### config.mk
export PLATFORM = sky130hd
export DESIGN_NAME = flash_status_rd
export DESIGN_NICKNAME = d
export VERILOG_FILES = /design/src/rtl/fsr_pkg.sv /design/src/rtl/fsr_op_track.sv /design/src/rtl/fsr_toggle.sv /design/src/rtl/fsr_id_rom.sv /design/src/rtl/flash_status_rd.sv
export SDC_FILE = /design/constraint.sdc
export NUM_CORES = 1
export LEC_CHECK = 0
export ABC_CLOCK_PERIOD_IN_PS = 1800
export BUFFER_PORTS_ARGS = -buffer_cell sky130_fd_sc_hd__buf_2
export CORE_MARGIN = 1
export CORE_UTILIZATION = 25
export DETAILED_ROUTE_END_ITERATION = 16
export GPL_TIMING_DRIVEN = 0
export PLACE_DENSITY_LB_ADDON = 0.15
export SYNTH_ARGS = -nofsm -noshare
export SYNTH_HDL_FRONTEND = slang
export SYNTH_SLANG_ARGS = --single-unit
export TNS_END_PERCENT = 1
### constraint.sdc
create_clock -name clk -period 1.8 [get_ports clk]
set_input_delay 0.18 -clock clk [delete_from_list [all_inputs] [get_ports clk]]
set_output_delay 0.18 -clock clk [all_outputs]
set_load 0.05 [all_outputs]
### src/rtl/fsr_pkg.sv
// Shared types and constants of the flash status read path.
package fsr_pkg;
    typedef enum logic {OPK_PROG = 1'b0, OPK_ERASE = 1'b1} op_kind_e;
    localparam logic [7:0] MFR_CODE      = 8'hBF;
    localparam logic [7:0] DEV_CODE_BASE = 8'hD4;
endpackage

### src/rtl/fsr_op_track.sv
// Tracks the internal write operation: detects its start and end, captures
// the operation kind and programmed bit 7 at start, and times the settle
// window after a program. Assumes busy is synchronous to clk.
module fsr_op_track
    import fsr_pkg::*;
#(
    parameter int SETTLE_CYC = 4
) (
    input  logic     clk,
    input  logic     rst_n,
    input  logic     busy,
    input  logic     op_is_erase,
    input  logic     prog_msb,
    output logic     op_start,
    output op_kind_e kind_eff,
    output logic     b7_eff,
    output logic     settling
);
    localparam int CNT_W = $clog2(SETTLE_CYC + 1);
    localparam logic [CNT_W-1:0] LOAD_VAL = CNT_W'(SETTLE_CYC - 1);

    logic             busy_q;
    op_kind_e         kind_q;
    logic             b7_q;
    logic [CNT_W-1:0] cnt_q;
    logic             op_end;

    // Edge detection and same-cycle forwarding of captured values.
    always_comb begin
        op_start = busy & ~busy_q;
        op_end   = ~busy & busy_q;
        kind_eff = op_start ? op_kind_e'(op_is_erase) : kind_q;
        b7_eff   = op_start ? prog_msb : b7_q;
        settling = (op_end & (kind_q == OPK_PROG)) | (cnt_q != '0);
    end

    // Capture of operation attributes and settle countdown.
    always_ff @(posedge clk) begin
        if (!rst_n) begin
            busy_q <= 1'b0;
            kind_q <= OPK_PROG;
            b7_q   <= 1'b0;
            cnt_q  <= '0;
        end else begin
            busy_q <= busy;
            if (op_start) begin
                kind_q <= op_kind_e'(op_is_erase);
                b7_q   <= prog_msb;
            end
            if (op_start)
                cnt_q <= '0;
            else if (op_end && kind_q == OPK_PROG)
                cnt_q <= LOAD_VAL;
            else if (cnt_q != '0)
                cnt_q <= cnt_q - 1'b1;
        end
    end

    AST_SETTLE_RANGE: assert property (@(posedge clk) disable iff (!rst_n)
        cnt_q <= LOAD_VAL);
    AST_CAPTURE_HOLD: assert property (@(posedge clk) disable iff (!rst_n)
        busy && !op_start |=> kind_q == $past(kind_q) && b7_q == $past(b7_q));
endmodule

### src/rtl/fsr_toggle.sv
// Bit-6 toggle state. It restarts at 0 when an operation begins and
// advances only on enabled reads during the operation.
module fsr_toggle (
    input  logic clk,
    input  logic rst_n,
    input  logic op_start,
    input  logic busy,
    input  logic rd_en,
    output logic tgl_now
);
    logic tgl_q;

    // Value returned by a read in this cycle.
    assign tgl_now = op_start ? 1'b0 : tgl_q;

    // Restart at operation start, flip after each enabled status read.
    always_ff @(posedge clk) begin
        if (!rst_n)
            tgl_q <= 1'b0;
        else if (op_start)
            tgl_q <= rd_en;
        else if (busy && rd_en)
            tgl_q <= ~tgl_q;
    end

    AST_TGL_RESTART: assert property (@(posedge clk) disable iff (!rst_n)
        op_start && !rd_en |=> !tgl_q);
    AST_TGL_HOLD: assert property (@(posedge clk) disable iff (!rst_n)
        !rd_en && !op_start |=> $stable(tgl_q));
endmodule

### src/rtl/fsr_id_rom.sv
// Identification byte generator: vendor code at address 0, density-coded
// device byte at address 1, zero elsewhere. Assumes DENSITY is 0..3.
module fsr_id_rom
    import fsr_pkg::*;
#(
    parameter int ADDR_W  = 16,
    parameter int DENSITY = 0
) (
    input  logic [ADDR_W-1:0] addr,
    output logic [7:0]        id_byte
);
    localparam logic [7:0] DEV_CODE = DEV_CODE_BASE + 8'(DENSITY);

    // Address decode of the two identification locations.
    always_comb begin
        if (addr == ADDR_W'(0))
            id_byte = MFR_CODE;
        else if (addr == ADDR_W'(1))
            id_byte = DEV_CODE;
        else
            id_byte = 8'h00;
    end
endmodule

### src/rtl/flash_status_rd.sv
// Read-data output stage of a byte-wide flash model. Selects status bits,
// the settling byte, an identification byte or array data, and registers
// the result with a valid flag. Assumes all inputs are synchronous to clk.
module flash_status_rd
    import fsr_pkg::*;
#(
    parameter int ADDR_W     = 16,
    parameter int DENSITY    = 0,
    parameter int SETTLE_CYC = 4
) (
    input  logic              clk,
    input  logic              rst_n,
    input  logic              rd_stb,
    input  logic              ce_n,
    input  logic              oe_n,
    input  logic [ADDR_W-1:0] addr,
    input  logic [7:0]        arr_data,
    input  logic              busy,
    input  logic              op_is_erase,
    input  logic              prog_msb,
    input  logic              id_mode,
    output logic [7:0]        dout,
    output logic              dout_vld
);
    logic     rd_en;
    logic     op_start;
    op_kind_e kind_eff;
    logic     b7_eff;
    logic     settling;
    logic     tgl_now;
    logic [7:0] id_byte;
    logic [7:0] sel_byte;
    logic [7:0] dout_q;
    logic       vld_q;

    assign rd_en = rd_stb & ~ce_n & ~oe_n;

    fsr_op_track #(.SETTLE_CYC(SETTLE_CYC)) u_track (
        .clk(clk), .rst_n(rst_n), .busy(busy), .op_is_erase(op_is_erase),
        .prog_msb(prog_msb), .op_start(op_start), .kind_eff(kind_eff),
        .b7_eff(b7_eff), .settling(settling)
    );

    fsr_toggle u_tgl (
        .clk(clk), .rst_n(rst_n), .op_start(op_start), .busy(busy),
        .rd_en(rd_en), .tgl_now(tgl_now)
    );

    fsr_id_rom #(.ADDR_W(ADDR_W), .DENSITY(DENSITY)) u_id (
        .addr(addr), .id_byte(id_byte)
    );

    // Source selection in priority order: status, settle, ID, array.
    always_comb begin
        if (busy)
            sel_byte = {(kind_eff == OPK_ERASE) ? 1'b0 : ~b7_eff, tgl_now, 6'b0};
        else if (settling)
            sel_byte = {b7_eff, 7'b0};
        else if (id_mode)
            sel_byte = id_byte;
        else
            sel_byte = arr_data;
    end

    // Output register: result and valid flag one cycle after the strobe.
    always_ff @(posedge clk) begin
        if (!rst_n) begin
            dout_q <= 8'h00;
            vld_q  <= 1'b0;
        end else begin
            dout_q <= rd_en ? sel_byte : 8'h00;
            vld_q  <= rd_en;
        end
    end

    assign dout     = dout_q;
    assign dout_vld = vld_q;

    AST_HIZ_WHEN_OFF: assert property (@(posedge clk) disable iff (!rst_n)
        !(rd_stb && !ce_n && !oe_n) |=> !dout_vld && dout == 8'h00);
    AST_BUSY_LOW_ZERO: assert property (@(posedge clk) disable iff (!rst_n)
        rd_en && busy |=> dout[5:0] == 6'b0);
    AST_ERASE_B7: assert property (@(posedge clk) disable iff (!rst_n)
        rd_en && busy && op_start && op_is_erase |=> !dout[7]);
    AST_PROG_B7: assert property (@(posedge clk) disable iff (!rst_n)
        rd_en && busy && op_start && !op_is_erase |=> dout[7] == !$past(prog_msb));
    AST_SETTLE_MASK: assert property (@(posedge clk) disable iff (!rst_n)
        rd_en && !busy && settling |=> dout[6:0] == 7'b0);
    AST_ID_MFR: assert property (@(posedge clk) disable iff (!rst_n)
        rd_en && !busy && !settling && id_mode && addr == ADDR_W'(0)
        |=> dout == MFR_CODE);
endmodule

# == Word-level counts from Yosys, hierarchy flattened ==
# Cells that the tools add are included.
# word_totals
reg_bits,16
input_bits,33
# op_classes
bitwise_logic,15
n_reduce_logical,10
add_sub_neg,1
n_eq_ne,1
muxes,13
# op_table
operator,count
$mux 8,5
$eq 16x1->1 const B,1
$logic_not 16->1,1
$not 1->1,9
$mux 1,6
$and 1x1->1,5
$mux 2,2
$reduce_bool 2->1,2
$reduce_or 4->1,1
$reduce_bool 3->1,1
$reduce_or 3->1,1
$sub 3x1->3 const B,1
$logic_and 1x1->1,2
$reduce_and 2->1,1
$reduce_or 2->1,1
$or 1x1->1,1

# == Logic depth before layout (Yosys ltp) ==
# depth
depth_word,6
depth_mapped,6
mapped_depth_nobuf,6

# == Cells and area by module ==
# Synthesis repeated with hierarchy kept, for this count alone.
# unflattened
cells_unflattened,86
hier_area_um2,848.3
# modules_own_cells
mod,n_inst,area_per_inst_um2,seq_area_each_um2,cells_per_inst
flash_status_rd,1,379.1,180.2,36
fsr_op_track,1,309.0,120.1,29
fsr_id_rom,1,103.8,0.0,14
fsr_toggle,1,56.3,20.0,7

# == Worst setup path before layout ==
# OpenSTA, ideal clock, no wires.
# synth_timing
kind,register -> register
startpoint,register u_track.cnt_q[0]
endpoint,"register dout_q[7], in the netlist dout[7]"
arrival_ns,1.137
stages_incl_launch_ff,7
setup_slack_ns,0.547
synth_period_minus_slack_ns,1.253
setup_ns,0.115
n_path_buf,0
required_ns,1.685
cell_sequence,dfxtp_1 inv_1 ha_1 nand2b_4 nor3_1 nand3_1 and3_1
# synth_via
elab_chain_cells,4
# synth_lines
item,line,text
from (decl),fsr_op_track.sv:25,logic [CNT_W-1:0] cnt_q;
from (signal assigned),fsr_op_track.sv:55,cnt_q <= cnt_q - 1'b1;
$reduce_bool 3->1,fsr_op_track.sv:34,settling = (op_end & (kind_q == OPK_PROG)) | (cnt_q != '0);
$or 1x1->1,fsr_op_track.sv:34,
$mux 8,flash_status_rd.sv:57,else if (settling)
$mux 8,flash_status_rd.sv:55,if (busy)
to (signal assigned),flash_status_rd.sv:71,dout_q <= rd_en ? sel_byte : 8'h00;
to (decl),flash_status_rd.sv:33,logic [7:0] dout_q;
# No other way between the ends.
# A chain may end at the register's enable or synchronous reset.

# == Final worst setup path ==
# Ends and elaborated chain as after synthesis.

==> parameters.txt <==
Parameter                              Value

CTS
  Clock buffers created by TritonCTS    3
  CTS tree    built
  Number of resized instances in the post-cts repair step    0
  Root Buffer    sky130_fd_sc_hd__clkbuf_4
  Maximum level of the CTS H-tree    1
  Clock-pin transition on the worst setup and hold timing paths    0.09 ns
  Setup Buffers After CTS    0
  Hold bufs inserted after CTS    0
  Insertion delay of the later-clocked pin in the worst-skew pair    0.28 ns
  Number of sinks handled by clock tree synthesis    16
  Buffer levels on the longest clock path    2

Outcome
  Violated checks    DRC
  Run status    finished, violations left

Logic synthesis
  Average cell area after synthesis    9.41 µm²
  Cell type with the highest aggregate area in the netlist    sky130_fd_sc_hd__dfxtp_1
  Post-Syn Instances    81
  Post-synthesis instance area    762 µm²
  Primary FF master, synth    sky130_fd_sc_hd__dfxtp_1
  Number of synthesized register bits    16
  Area contributors post-synth    sky130_fd_sc_hd__dfxtp_1 (42%), sky130_fd_sc_hd__a21oi_1 (5.9%), sky130_fd_sc_hd__nand2_1 (4.9%), sky130_fd_sc_hd__nor4_2 (4.9%), sky130_fd_sc_hd__nand2b_4 (3.6%)
  Syn. warnings    0
  Share of synthesized registers carrying an async set or reset    0
  Area fraction of the dominant cell type after synthesis    0.420
  Net count after synthesis    around 120
  Number of enable-type register cells in the synthesized netlist    0
  Most used standard cell by instance count after synthesis    sky130_fd_sc_hd__dfxtp_1
  Portion of the post-synthesis area used by sequential elements    0.420
  Library cells used by synthesis    30
  List of most frequent post-synthesis cells    sky130_fd_sc_hd__dfxtp_1 (16), sky130_fd_sc_hd__nand2_1 (10), sky130_fd_sc_hd__a21oi_1 (9), sky130_fd_sc_hd__inv_1 (7), sky130_fd_sc_hd__nor2b_1 (4)

Placement
  HPWL Detailed    approximately 1.4 mm
  Final weighted congestion in routability-driven placement    ~0.71
  IO Port Bufs    41

Finish
  Growth of design area from synthesis to finish    35.0%
  Post-layout util    0.364
  Final net count    162
  Ant diodes    0
  Fraction of layout cells with a size suffix above 1    0.432

Routing
  Routed length on met1    just under 800 µm
  Violation count after the first detailed-route iteration    7
  Top Metal Used    met4
  Wire per inst    ~11 µm
  Post-detailed-route count of antenna-violating nets    0
  DRC violations left    2
  Vias/cell    4.76
  Total length of routed wires    1.68 mm
  Vias after detailed routing    742
  Met3 WL post-DR    127 µm
  Met2 wirelength from detailed routing    approximately 770 µm
  Pre-Repair DR Iteration Count    10

Worst setup path
  CP Launch Type    flip-flop
  Critical path fanouts, max    5
  CP Data Required Time    1.98 ns
  Arrival time reported for the critical path endpoint    between 1.5 and 2 ns
  Worst Setup Path Type    reg -> reg
  Critical Path Sink Type    flip-flop

Timing
  Final worst path period need    1.41 ns
  RSZ-0062 raised after global routing    false
  Worst clock skew    0.00463 ns
  Worst Tran Pin Value    0.336 ns
  Count of endpoints failing hold in the final timing report    0
  Ratio of final minimum period to clock period    0.783
  Final count of pins violating max slew    0
  Relative max-transition margin    0.775
  Endpoints failing setup    0
  Sum Neg Setup Slack    0 ns
  Maximum achievable frequency    710 MHz

GRT
  Via count of the first global-routing pass    678
  All-layer global routing usage    0.108
  Remaining global-route overflow    0
  Initial antenna violation count    0
  Largest net degree at the start of global routing    11
  First-pass GRT wire length    2.72 mm

Floorplan
  Count of pins on the block boundary    between 40 and 50
  Area enclosed by the die boundary    3270 µm²
  Num rows    19
  Die height    57.2 µm
  Initial core utilization    0.269
  Die width    57.2 µm
  Core box area    about 2800 µm²

Pwr
  Worst ir drop on vdd    0.347 mV
  Leakage    0.496 nW
  Power Dens Cells    about 740 nW/µm²

Run
  MaxCap Viol Count    0

Min path
  Type of the worst min-delay path    in -> reg
==> per-stage QoR <==
| step | instance area, µm² | power [mW] | hold WS [ns] | setup slack, ns | std cells |
|---|---|---|---|---|---|
| 3_3_place_gp | 1010 | 0.581 | 0.437 | 0.403 | 153 |
| 3_5_place_dp | 1010 | 0.588 | 0.452 | 0.363 | 153 |
| 5_1_grt | 1030 | 0.823 | 0.135 | 0.221 | 156 |
| 2_1_floorplan | 762 | 0.521 | 0.307 | 0.547 | 81 |
| 6_report | 1030 | 0.762 | 0.155 | 0.391 | 156 |
| 4_1_cts | 1030 | 0.778 | 0.145 | 0.352 | 156 |
==> flip-flops by register name, summed over array words and instances (netlist names) <==
name and flops:
u_tgl.tgl_q 1, dout_vld 1, dout 8, u_track.b7_q 1
u_track.kind_q 1, u_track.busy_q 1, u_track.cnt_q 3
==> area by class of cell <==
| cell class | count | area [µm²] |
|---|---|---|
| multi-input cells | 57 | 410 |
| plain buffers | 1 | 5.00 |
| well taps | 31 | 38.8 |
| repair buffers | 41 | 205 |
| clock buffers | 3 | 22.5 |
| fillers | 300 | 1800 |
| flip-flops and latches | 16 | 320 |
| inverters | 7 | 26.3 |
==> logic make-up (layout without fill, tap and decap cells) <==
logic type	Yosys count	count (layout)	synth area share
compound gates	17	17	0.131
xor+xnor	1	1	0.0115
mux	3	3	0.0411
fa+ha+maj	2	2	0.0328
buf+inv	8	52	0.0411
flops	16	16	0.420
simple gates	34	34	0.322
==> layer usage <==
metal / GRT usage / up-vias
li1: - / 371
met1: 0.136 / 339
met2: 0.170 / 30
met3: 0.0454 / 2
met4: 0.0314 / 0
met5: 0 / -
==> power by group <==
| part | internal (mW) | switching, mW | leakage [nW] |
|---|---|---|---|
| clock | 0.0776 | 0.107 | 0.0138 |
| sequential | 0.372 | 0.0107 | 0.130 |
| combinational | 0.0933 | 0.102 | 0.352 |
==> placed cells by master, fill, tap and decap left out, types with 2 or more instances in the layout <==
cell type | Yosys | layout
sky130_fd_sc_hd__nand2b_4 | 2 | 2
sky130_fd_sc_hd__nand2_1 | 10 | 10
sky130_fd_sc_hd__mux2i_1 | 2 | 2
sky130_fd_sc_hd__buf_2 | 1 | 42
sky130_fd_sc_hd__nor3b_1 | 2 | 2
sky130_fd_sc_hd__ha_1 | 2 | 2
sky130_fd_sc_hd__a21oi_1 | 9 | 9
sky130_fd_sc_hd__o21ai_0 | 2 | 2
sky130_fd_sc_hd__nor4_2 | 3 | 3
sky130_fd_sc_hd__clkbuf_4 | 0 | 3
sky130_fd_sc_hd__dfxtp_1 | 16 | 16
sky130_fd_sc_hd__nor2b_1 | 4 | 4
sky130_fd_sc_hd__nor3_1 | 2 | 2
sky130_fd_sc_hd__and2_1 | 2 | 2
sky130_fd_sc_hd__nand2b_1 | 2 | 2
sky130_fd_sc_hd__inv_1 | 7 | 7
==> worst max-delay path: stages, from the launching register on <==
cell and delay [ns]:
sky130_fd_sc_hd__dfxtp_1 0.33, sky130_fd_sc_hd__inv_1 0.08, sky130_fd_sc_hd__ha_1 0.24, sky130_fd_sc_hd__nand2b_4 0.10, sky130_fd_sc_hd__nor3_1 0.25, sky130_fd_sc_hd__nand3_1 0.12
sky130_fd_sc_hd__and3_1 0.20
==> path summary, 6_finish.rpt <==
check / start / end / slack [ns] / cells after the start
worst max-delay path: u_track.cnt_q[0]$_SDFFE_PP0P_ / dout[7]$_SDFF_PP0_ / 0.39 / 6
worst min-delay path: arr_data[3] / dout[3]$_SDFF_PP0_ / 0.15 / 3
worst max register to register: u_track.cnt_q[0]$_SDFFE_PP0P_ / dout[7]$_SDFF_PP0_ / 0.39 / 6
worst min register to register: u_tgl.tgl_q$_SDFFE_PN0P_ / dout[6]$_SDFF_PP0_ / 0.50 / 2
No activity file was read; power rests on OpenSTA's default activity.
